File: src/rtl/adc_pwr_seq.sv
module adc_pwr_seq #(
  parameter int COLD_CYCLES = 66000,
  parameter int HOT_CYCLES  = 24
) (
  input  logic clk,
  input  logic rst_n,
  input  logic enable,
  input  logic sleep_mode,
  input  logic seq_req,
  input  logic seq_done,
  input  logic done_clr,
  output logic ref_pwr_en,
  output logic ana_pwr_en,
  output logic startup_done,
  output logic conv_grant
);

  localparam int MAXC = (COLD_CYCLES > HOT_CYCLES) ? COLD_CYCLES : HOT_CYCLES;
  localparam int CW   = $clog2(MAXC + 1);
  localparam logic [CW-1:0] COLD_LAST = CW'(COLD_CYCLES - 1);
  localparam logic [CW-1:0] HOT_LAST  = CW'(HOT_CYCLES - 1);

  typedef enum logic [2:0] {ST_OFF, ST_COLD, ST_HOT, ST_READY, ST_DOZE} st_t;

  st_t           state, state_n;
  logic [CW-1:0] cnt;
  logic          pend, pend_n;
  logic          cold_end, hot_end;

  assign cold_end     = (state == ST_COLD) && (cnt == COLD_LAST);
  assign hot_end      = (state == ST_HOT)  && (cnt == HOT_LAST);
  assign ref_pwr_en   = (state != ST_OFF);
  assign ana_pwr_en   = (state == ST_HOT) || (state == ST_READY);
  assign conv_grant   = (state == ST_READY) && pend;
  assign pend_n       = enable && (seq_req || (pend && !(seq_done && conv_grant)));

  always_comb begin
    state_n = state;
    if (!enable) state_n = ST_OFF;
    else begin
      case (state)
        ST_OFF:   state_n = ST_COLD;
        ST_COLD:  if (cold_end) state_n = ST_HOT;
        ST_HOT:   if (hot_end) state_n = ST_READY;
        ST_READY: if (sleep_mode && !pend_n) state_n = ST_DOZE;
        ST_DOZE:  if (pend_n || !sleep_mode) state_n = ST_HOT;
        default:  state_n = ST_OFF;
      endcase
    end
  end

  always_ff @(posedge clk or negedge rst_n) begin
    if (!rst_n) begin
      state <= ST_OFF;
      cnt   <= '0;
      pend  <= 1'b0;
    end else begin
      state <= state_n;
      pend  <= pend_n;
      if (state_n != state) cnt <= '0;
      else if (state == ST_COLD || state == ST_HOT) cnt <= cnt + 1'b1;
    end
  end

  always_ff @(posedge clk or negedge rst_n) begin
    if (!rst_n) startup_done <= 1'b0;
    else if (!enable) startup_done <= 1'b0;
    else if (hot_end) startup_done <= 1'b1;
    else if (done_clr) startup_done <= 1'b0;
  end

  p_ana_needs_ref_r2: assert property (@(posedge clk) disable iff (!rst_n)
    ana_pwr_en |-> ref_pwr_en);

  p_grant_needs_ana_r7: assert property (@(posedge clk) disable iff (!rst_n)
    conv_grant |-> ana_pwr_en);

  p_off_when_disabled_r6: assert property (@(posedge clk) disable iff (!rst_n)
    !enable |=> (!ref_pwr_en && !startup_done && !conv_grant));

  p_done_rise_powered_r3: assert property (@(posedge clk) disable iff (!rst_n)
    $rose(startup_done) |-> ana_pwr_en);

  p_set_wins_r5: assert property (@(posedge clk) disable iff (!rst_n)
    (enable && hot_end && done_clr) |=> startup_done);

  p_clear_r4: assert property (@(posedge clk) disable iff (!rst_n)
    (done_clr && !hot_end) |=> !startup_done);

  p_ref_before_ana_r2: assert property (@(posedge clk) disable iff (!rst_n)
    $rose(ref_pwr_en) |-> !ana_pwr_en);

endmodule

File: config.mk
export PLATFORM = sky130hd
export DESIGN_NAME = adc_pwr_seq
export DESIGN_NICKNAME = d
export VERILOG_FILES = /design/src/rtl/adc_pwr_seq.sv
export SDC_FILE = /design/constraint.sdc
export NUM_CORES = 1
export LEC_CHECK = 0
export BUFFER_PORTS_ARGS = -buffer_cell sky130_fd_sc_hd__buf_4
export CAP_MARGIN = 20
export CELL_PAD_IN_SITES_DETAIL_PLACEMENT = 1
export CELL_PAD_IN_SITES_GLOBAL_PLACEMENT = 2
export CORE_UTILIZATION = 37
export DETAILED_ROUTE_END_ITERATION = 16
export GPL_ROUTABILITY_DRIVEN = 0
export HOLD_SLACK_MARGIN = 0.06
export PLACE_DENSITY = 0.74
export SYNTH_ARGS = -nofsm -noshare
export SYNTH_HDL_FRONTEND = slang
export SYNTH_SLANG_ARGS = --single-unit
File: constraint.sdc
create_clock -name clk -period 2.2 [get_ports clk]
set_input_delay 0.33 -clock clk [delete_from_list [all_inputs] [get_ports clk]]
set_output_delay 0.33 -clock clk [all_outputs]
set_load 0.01 [all_outputs]
# Yosys cells after proc, flatten, opt, wreduce, memory -nomap -nowiden
# Index checks and enable logic that the tools add are counted.
# classes
muxes	11
addsub	1
eq_ne	8
n_reduce_logical	17
# op_table
operator	count
$mux W17	2
$add A17 B1 Y17 const B	1
$eq A17 B17 Y1 const B	1
$eq A17 B5 Y1 const B	1
$mux W3	5
$pmux W3 S5	1
$logic_and A1 B1 Y1	7
$eq A3 B2 Y1 const B	2
$logic_or A1 B1 Y1	4
$eq A3 B1 Y1 const B	1
$eq A3 B3 Y1 const B	1
$logic_not A1 Y1	3
$logic_not A3 Y1	1
$mux W1	3
$ne A3 B1 Y1 const B	1
$ne A3 B3 Y1	1
$reduce_bool A3 Y1	1
$reduce_bool A2 Y1	1
# word_totals
register_bits	22
word_cells	41

# Longest topological paths before layout
# Gate-level depths: netlist of run 1.
# logic_depth
ltp_word	14
mapped_depth	7

# Least setup slack after synthesis of run 1
# Ideal clock, no wire load.
# synth_timing
path_type	register to register
from	register cnt[14]
to	register cnt[5]
arrival_time_ps	1767
t_required_ps	2081
path_buffers	1
slack_ps	314
period_less_slack_ps	1886
stages_incl_launch_ff	7
cell_sequence	dfrtp_1 -> nor4_2 -> nand4_1 -> or4_4 -> o311ai_4 -> buf_6 -> nor2_2
# synth_via
elab_chain_cells	7
word_cells_on_any_way	11
classes_between	eq/ne (3); mux (5); reduce/logical (3)
# synth_rtl
element	line	rtl
from (decl)	26	logic [CW-1:0] cnt;
from (signal assigned)	61	else if (state == ST_COLD || state == ST_HOT) cnt <= cnt + 1'b1;
$eq A17 B5 Y1 / $eq A17 B17 Y1 (equally long branches)	31, 30	
$logic_and A1 B1 Y1, on equally long branches	31, 30	
$mux W3, on equally long branches	44, 43	
$pmux W3 S5 (*)	41	case (state)
$mux W3 (*)	39	if (!enable) state_n = ST_OFF;
$ne A3 B3 Y1 (*)	60	if (state_n != state) cnt <= '0;
$mux W17 / $reduce_bool A2 Y1 (equally long branches)	--	
# Mark *: on every way between the ends. The rest lies on a longest branch, timed or not.
# A chain may end at the register's enable or synchronous reset.

# Worst setup path in the final report of run 1
# layout_timing
from	register cnt[14]
to	register cnt[1]
# The elaborated chain is that of the path after synthesis.

==> flow_summary.ini, run 1 <==
[power_and_ir_drop]
internal_power_uw = 607
p_switching_uw = 191
cellPowerDensity_mw_per_mm2 = 481
pwr-share-comb_pct = 11.1
clkPwrFrac_pct = 36.8
seqPwrFrac_pct = 52.1
p_sw_share_pct = 23.9
power.leakage_uw = 0.000699
ir_drop_mv = 0.304

[synthesis]
synthArstFlopShare_pct = 100
netlist_top_cells_area = dfrtp_1 40%, xor2_1 6.4%, xnor2_1 4.5%
synth_edf_count = 0
ys.flop_type = dfrtp_1
syn_nets = 149
synth_cell_types = 40
yosysMostFrequentCell = dfrtp_1
ys_top_cells_by_count = 22 x dfrtp_1, 14 x nor2_1, 11 x nand2_1, 10 x xor2_1, 9 x nor2_2
synthesis.area_mm2 = 0.00137
yosys.area.top_type_share_pct = 40.3
yosys.area.top_type = dfrtp_1
ys_warn_count = 0
ys_ff_latch = 22
ys_seq_area_share_pct = 40.3
synthCells = 141
syn_avg_cell_area_um2 = 9.70

[cts]
clk_pin_slew_ns = 0.08
clock_path_buffers = 2
cts-root-buf = clkbuf_8
clock_latency_ns = 0.26
cts_sinks = 22
h-tree-depth = 1
cts_tree = done
numCtsBuffers = 3

[timing]
setup_slack_ns = 0.170
final_hold_viol_count = 0
finClkSkew_ns = 0.000788
rsz0062_at_grt = false
period_share_pct = 92.3
timing.slew.headroom_pct = 59.8
fmax_ghz = 0.493
fin_crit_ns = 2.03
finalSetupViolCount = 0
tightest_slew_ns = 0.599
slew_viol_final = 0

[route]
finalWirelength_mm = 3.47
first_pass_iters = 4
vias_per_cell = 5.29
wire_per_inst_um = 16.2
drt_iter0_drc = 55
ant_nets = 0
drc = 0
vias = 1133

[place]
pre_cts_ws_ns = -0.103
place_area_mm2 = 0.00157
dp_hpwl_mm = 2.57
io_buffer_count = 10

[floorplanning]
row_count = 21
coreArea_mm2 = 0.00344
dieWidth_um = 62.8
die_h_um = 62.8
start_util_pct = 39.7
die-area_mm2 = 0.00394
ios = 11

[setup_path]
reg2reg_from = cnt[14]
rrSetupSlack_ns = 0.17
worstPathMaxFanout = 6
reg2reg_to = cnt[1]
reg2regPathDepth = 6
cp.required_ns = 2.36
crit_type = flip-flop to flip-flop
crit_path_end_kind = flip-flop
worstPathArrival_ns = 2.19
critPathLaunchType = flip-flop

[cells_and_area]
fin_area_mm2 = 0.00166
diodes = 0
drive_above_1_share_pct = 31.0
syn2layout_area_growth_pct = 21.4
fin_nets = 177

[worst_hold_path]
hold_path_depth = 3
hold_class = input pin to flip-flop
holdPathEnd = pend
hp-start = seq_req

[run_status]
status = complete, no violations

[global_routing]
overflow = 0
grt_pass1_wl_mm = 6.08
grt_pass1_vias = 1182
grt_max_degree = 23
gr-usage-all-layers_pct = 20.2
antenna_found_initial = 0

[job]
maxCapViolations = 0
[metrics by stage]
step / std cells / TNS, ns / utilization [%] / hold WS, ns / power [uW]
after floorplan: 141 / 0 / - / 0.0344 / 471
after global placement: 207 / -0.0684 / 45.5 / 0.240 / 500
after detailed placement: 207 / -0.844 / 45.5 / 0.243 / 504
after CTS: 214 / 0 / 48.2 / 0.302 / 814
after global routing: 214 / 0 / 48.2 / 0.323 / 839
final: 214 / 0 / 48.2 / 0.306 / 798
[worst max-delay path by stage]
stage                 start      end  slack (ns)  cells past startpoint
finish              cnt[14]   cnt[1]        0.17                      6
global placement    cnt[14]  cnt[12]       -0.02                      5
CTS                 cnt[14]   cnt[1]        0.16                      6
floorplan           cnt[14]   cnt[5]        0.31                      6
detailed placement  cnt[14]  cnt[10]       -0.10                      5
global route        cnt[14]   cnt[0]        0.07                      6
[what timing repair did]
item	4_1_cts	5_1_grt
endpoints found under the setup margin	17	0
gates resized for setup	0	0
hold buffers	1	0
buffers inserted	2	0
hold endpoints to repair	22	0
[worst max-delay path, cell delays in order (launching register included)]
cell	delay [ns]
dfrtp_1	0.43
nor4_2	0.33
nand4_1	0.17
or4_4	0.57
o311ai_4	0.12
buf_4	0.24
a21oi_1	0.05
[per-layer routing]
| layer | part of all wire [%] | wire (um) | global-route usage, % |
|---|---|---|---|
| met2 | 48 | 1670 | 33.0 |
| met3 | 2.4 | 82 | 4.56 |
| met1 | 49 | 1710 | 27.7 |
| met4 | 0.37 | 13 | 2.62 |
| met5 | 0 | 0 | 0 |
[cell usage in the layout (no fill, tap or decap), drive strengths merged, types with 2 or more instances in the layout]
cell    count
and2b       2
xnor2       7
nand4       6
nor3        5
o31a        2
dfrtp      22
buf        27
inv         5
o21ai       4
and4        3
clkbuf      4
nand2      11
nand3       7
a21oi       5
nor4        4
nor2       24
nor4b       2
and3        3
xor2       10
o311ai      2
[power by group through the flow]
stage          sequential, uW  clock (uW)  combinational, uW
6_report                  416         294               88.3
3_5_place_dp              425           0               79.2
5_1_grt                   417         323               98.9
2_1_floorplan             423           0               47.7
4_1_cts                   416         308               89.9
3_3_place_gp              424           0               76.5
[state kept, by name (all words and copies together) (netlist names)]
register and cells:
cnt 17, state 3, pend 1, startup_done 1
[cell families after synthesis]
kind of cell | Yosys count | share of synthesized area [%]
mux | 1 | 0.823
xor+xnor | 17 | 10.9
fa+ha+maj | 1 | 0.915
simple gates | 73 | 32.6
buf+inv | 10 | 4.67
compound gates | 17 | 9.88
flops | 22 | 40.3
[layout make-up]
cell class              count  area [um2]
inverters                   5        18.8
fillers                   403        1780
clock buffers               4        55.1
repair buffers             28         225
well taps                  46        57.6
multi-input cells         109         753
flip-flops and latches     22         551
Note: power is estimated with default switching activity, not from simulation.
==> run 2, diff against run 1 <==
==> constraint.sdc (replaced) <==
create_clock -name clk -period 2.1 [get_ports clk]
set_input_delay 0.315 -clock clk [delete_from_list [all_inputs] [get_ports clk]]
set_output_delay 0.315 -clock clk [all_outputs]
set_load 0.01 [all_outputs]
==> run 2 against run 1 <==
Against the previous run:
- cell count rose by 1.9%
- worst hold slack got worse by 0.018 ns
- highest routed layer unchanged
- via count rose by 0.18%
- utilization rose by 1.8 points
- fmax barely moved
- critical path depth did not move
- combinational power rose by 4.9%
==> flow_summary.ini, run 2 (synthesis gave the netlist of run 1 again) <==
[cells_and_area]
largestRegisters = cnt: 17 flops, state: 3 flops
largest-register = cnt
diodes = 0
layout_commonest_cell = buf_4
nFillCells = 401
most-common-layout-cells = 30 x buf_4, 22 x dfrtp_1, 14 x nor2_1
largest_reg_flops = 17
drive_above_1_share_pct = 33.1
fin_nets = 181
syn2layout_area_growth_pct = 25.9

[timing]
whs_ns = 0.288
timing.slew.headroom_pct = 62.3
period_share_pct = 96.8
final_hold_viol_count = 0
tns_ns = 0
fmax_ghz = 0.492
slew_viol_final = 0
fin_crit_ns = 2.03
setup_slack_ns = 0.0680
finalSetupViolCount = 0
tightest_slew_ns = 0.560
finClkSkew_ns = 0.00453

[cts]
cts_sinks = 22
clk_pin_slew_ns = 0.08
cts_tree = done
clock_path_buffers = 2
cts-root-buf = clkbuf_8
clock_latency_ns = 0.26
numCtsBuffers = 3
h-tree-depth = 1

[setup_path]
crit_type = flip-flop to flip-flop
rrSetupSlack_ns = 0.07
worstPathMaxFanout = 5
reg2regPathDepth = 6
reg2reg_from = cnt[14]
reg2reg_to = cnt[1]
crit_path_end_kind = flip-flop
critPathLaunchType = flip-flop
cp.required_ns = 2.25
worstPathArrival_ns = 2.18

[floorplanning]
dieWidth_um = 62.8
coreArea_mm2 = 0.00344
die_h_um = 62.8
start_util_pct = 39.7
ios = 11
die-area_mm2 = 0.00394
row_count = 21

[route]
wire_per_inst_um = 16.7
vias_per_cell = 5.21
drt_iter0_drc = 26
vias = 1135
dr.max_layer_used = met4
routed-wl-met2_mm = 1.89
wl_met1_mm = 1.65
finalWirelength_mm = 3.65
first_pass_iters = 4
drc = 0
ant_nets = 0
dr_wl_met3_um = 87

[job]
maxCapViolations = 0

[power_and_ir_drop]
cellPowerDensity_mw_per_mm2 = 541
power_uw = 932
ir_drop_mv = 0.500
power.leakage_uw = 0.000734

[place]
pre_cts_ws_ns = -0.190
dp_hpwl_mm = 2.68
io_buffer_count = 10

[global_routing]
overflow = 0
grt_pass1_wl_mm = 6.18
grt_max_degree = 23
gr-usage-all-layers_pct = 20.2
grt_pass1_vias = 1291
antenna_found_initial = 0

[worst_hold_path]
hold_class = input pin to flip-flop
hold_path_depth = 3
hp-start = seq_req
holdPathEnd = pend

[run_status]
status = complete, no violations
## run 2: cell types whose count changed in the layout (fill, tap and decap cells not counted), sizes merged
cell | previous run | this run
buf | 27 | 31
bufinv | 0 | 1
clkbuf | 4 | 3
## run 2: critical path, stage by stage (launching register included)
cell	delay (ns)
dfrtp_1	0.46
nor4_4	0.34
nand4_1	0.16
or4_4	0.57
o311ai_4	0.12
buf_4	0.23
a21oi_1	0.05
## run 2: cell type report
type                       instances  area, um2  share of cell area, %
clock inverter                     1       30.0                   1.74
timing repair buffer              32        255                   14.8
sequential                        22        551                   32.0
clock buffer                       3       41.3                   2.40
tap                               46       57.6                   3.34
multi-input combinational        109        768                   44.6
inverter                           5       18.8                   1.09
## run 2: per-layer routing
| metal | track usage (%) | up-vias |
|---|---|---|
| met2 | 34.9 | 17 |
| met3 | 3.10 | 2 |
| met1 | 26.8 | 563 |
| met4 | 3.49 | 0 |
| met5 | 0 | - |
| li1 | - | 553 |
## run 2: how the worst max path moves through the flow
stage,startpoint,to,cells past startpoint
global route,cnt[14],cnt[1],6
global placement,cnt[14],cnt[10],5
CTS,cnt[8],cnt[1],6
floorplan,cnt[14],cnt[5],6
detailed placement,cnt[14],cnt[10],5
finish,cnt[14],cnt[1],6
## run 2: power by group
part | leakage (uW) | switching [uW] | internal, uW
registers | 0.000303 | 6.49 | 429
logic | 0.000396 | 53.2 | 39.3
clock network | 0.0000357 | 149 | 255
total | 0.000734 | 208 | 723
## run 2: metrics by stage
stage                     cells  instance area [um2]  util (%)
after floorplan             141                 1370         -
after global routing        218                 1720      50.0
after detailed placement    211                 1600      46.4
after CTS                   218                 1710      49.6
final                       218                 1720      50.0
after global placement      211                 1600      46.4
## run 2: timing repair
item	CTS	global route
buffers inserted	2	0
gates resized for setup	0	2
pin swaps	1	0
hold buffers	1	0
gates cloned	0	0
endpoints found under the setup margin	17	2
endpoints found under the hold margin	22	0
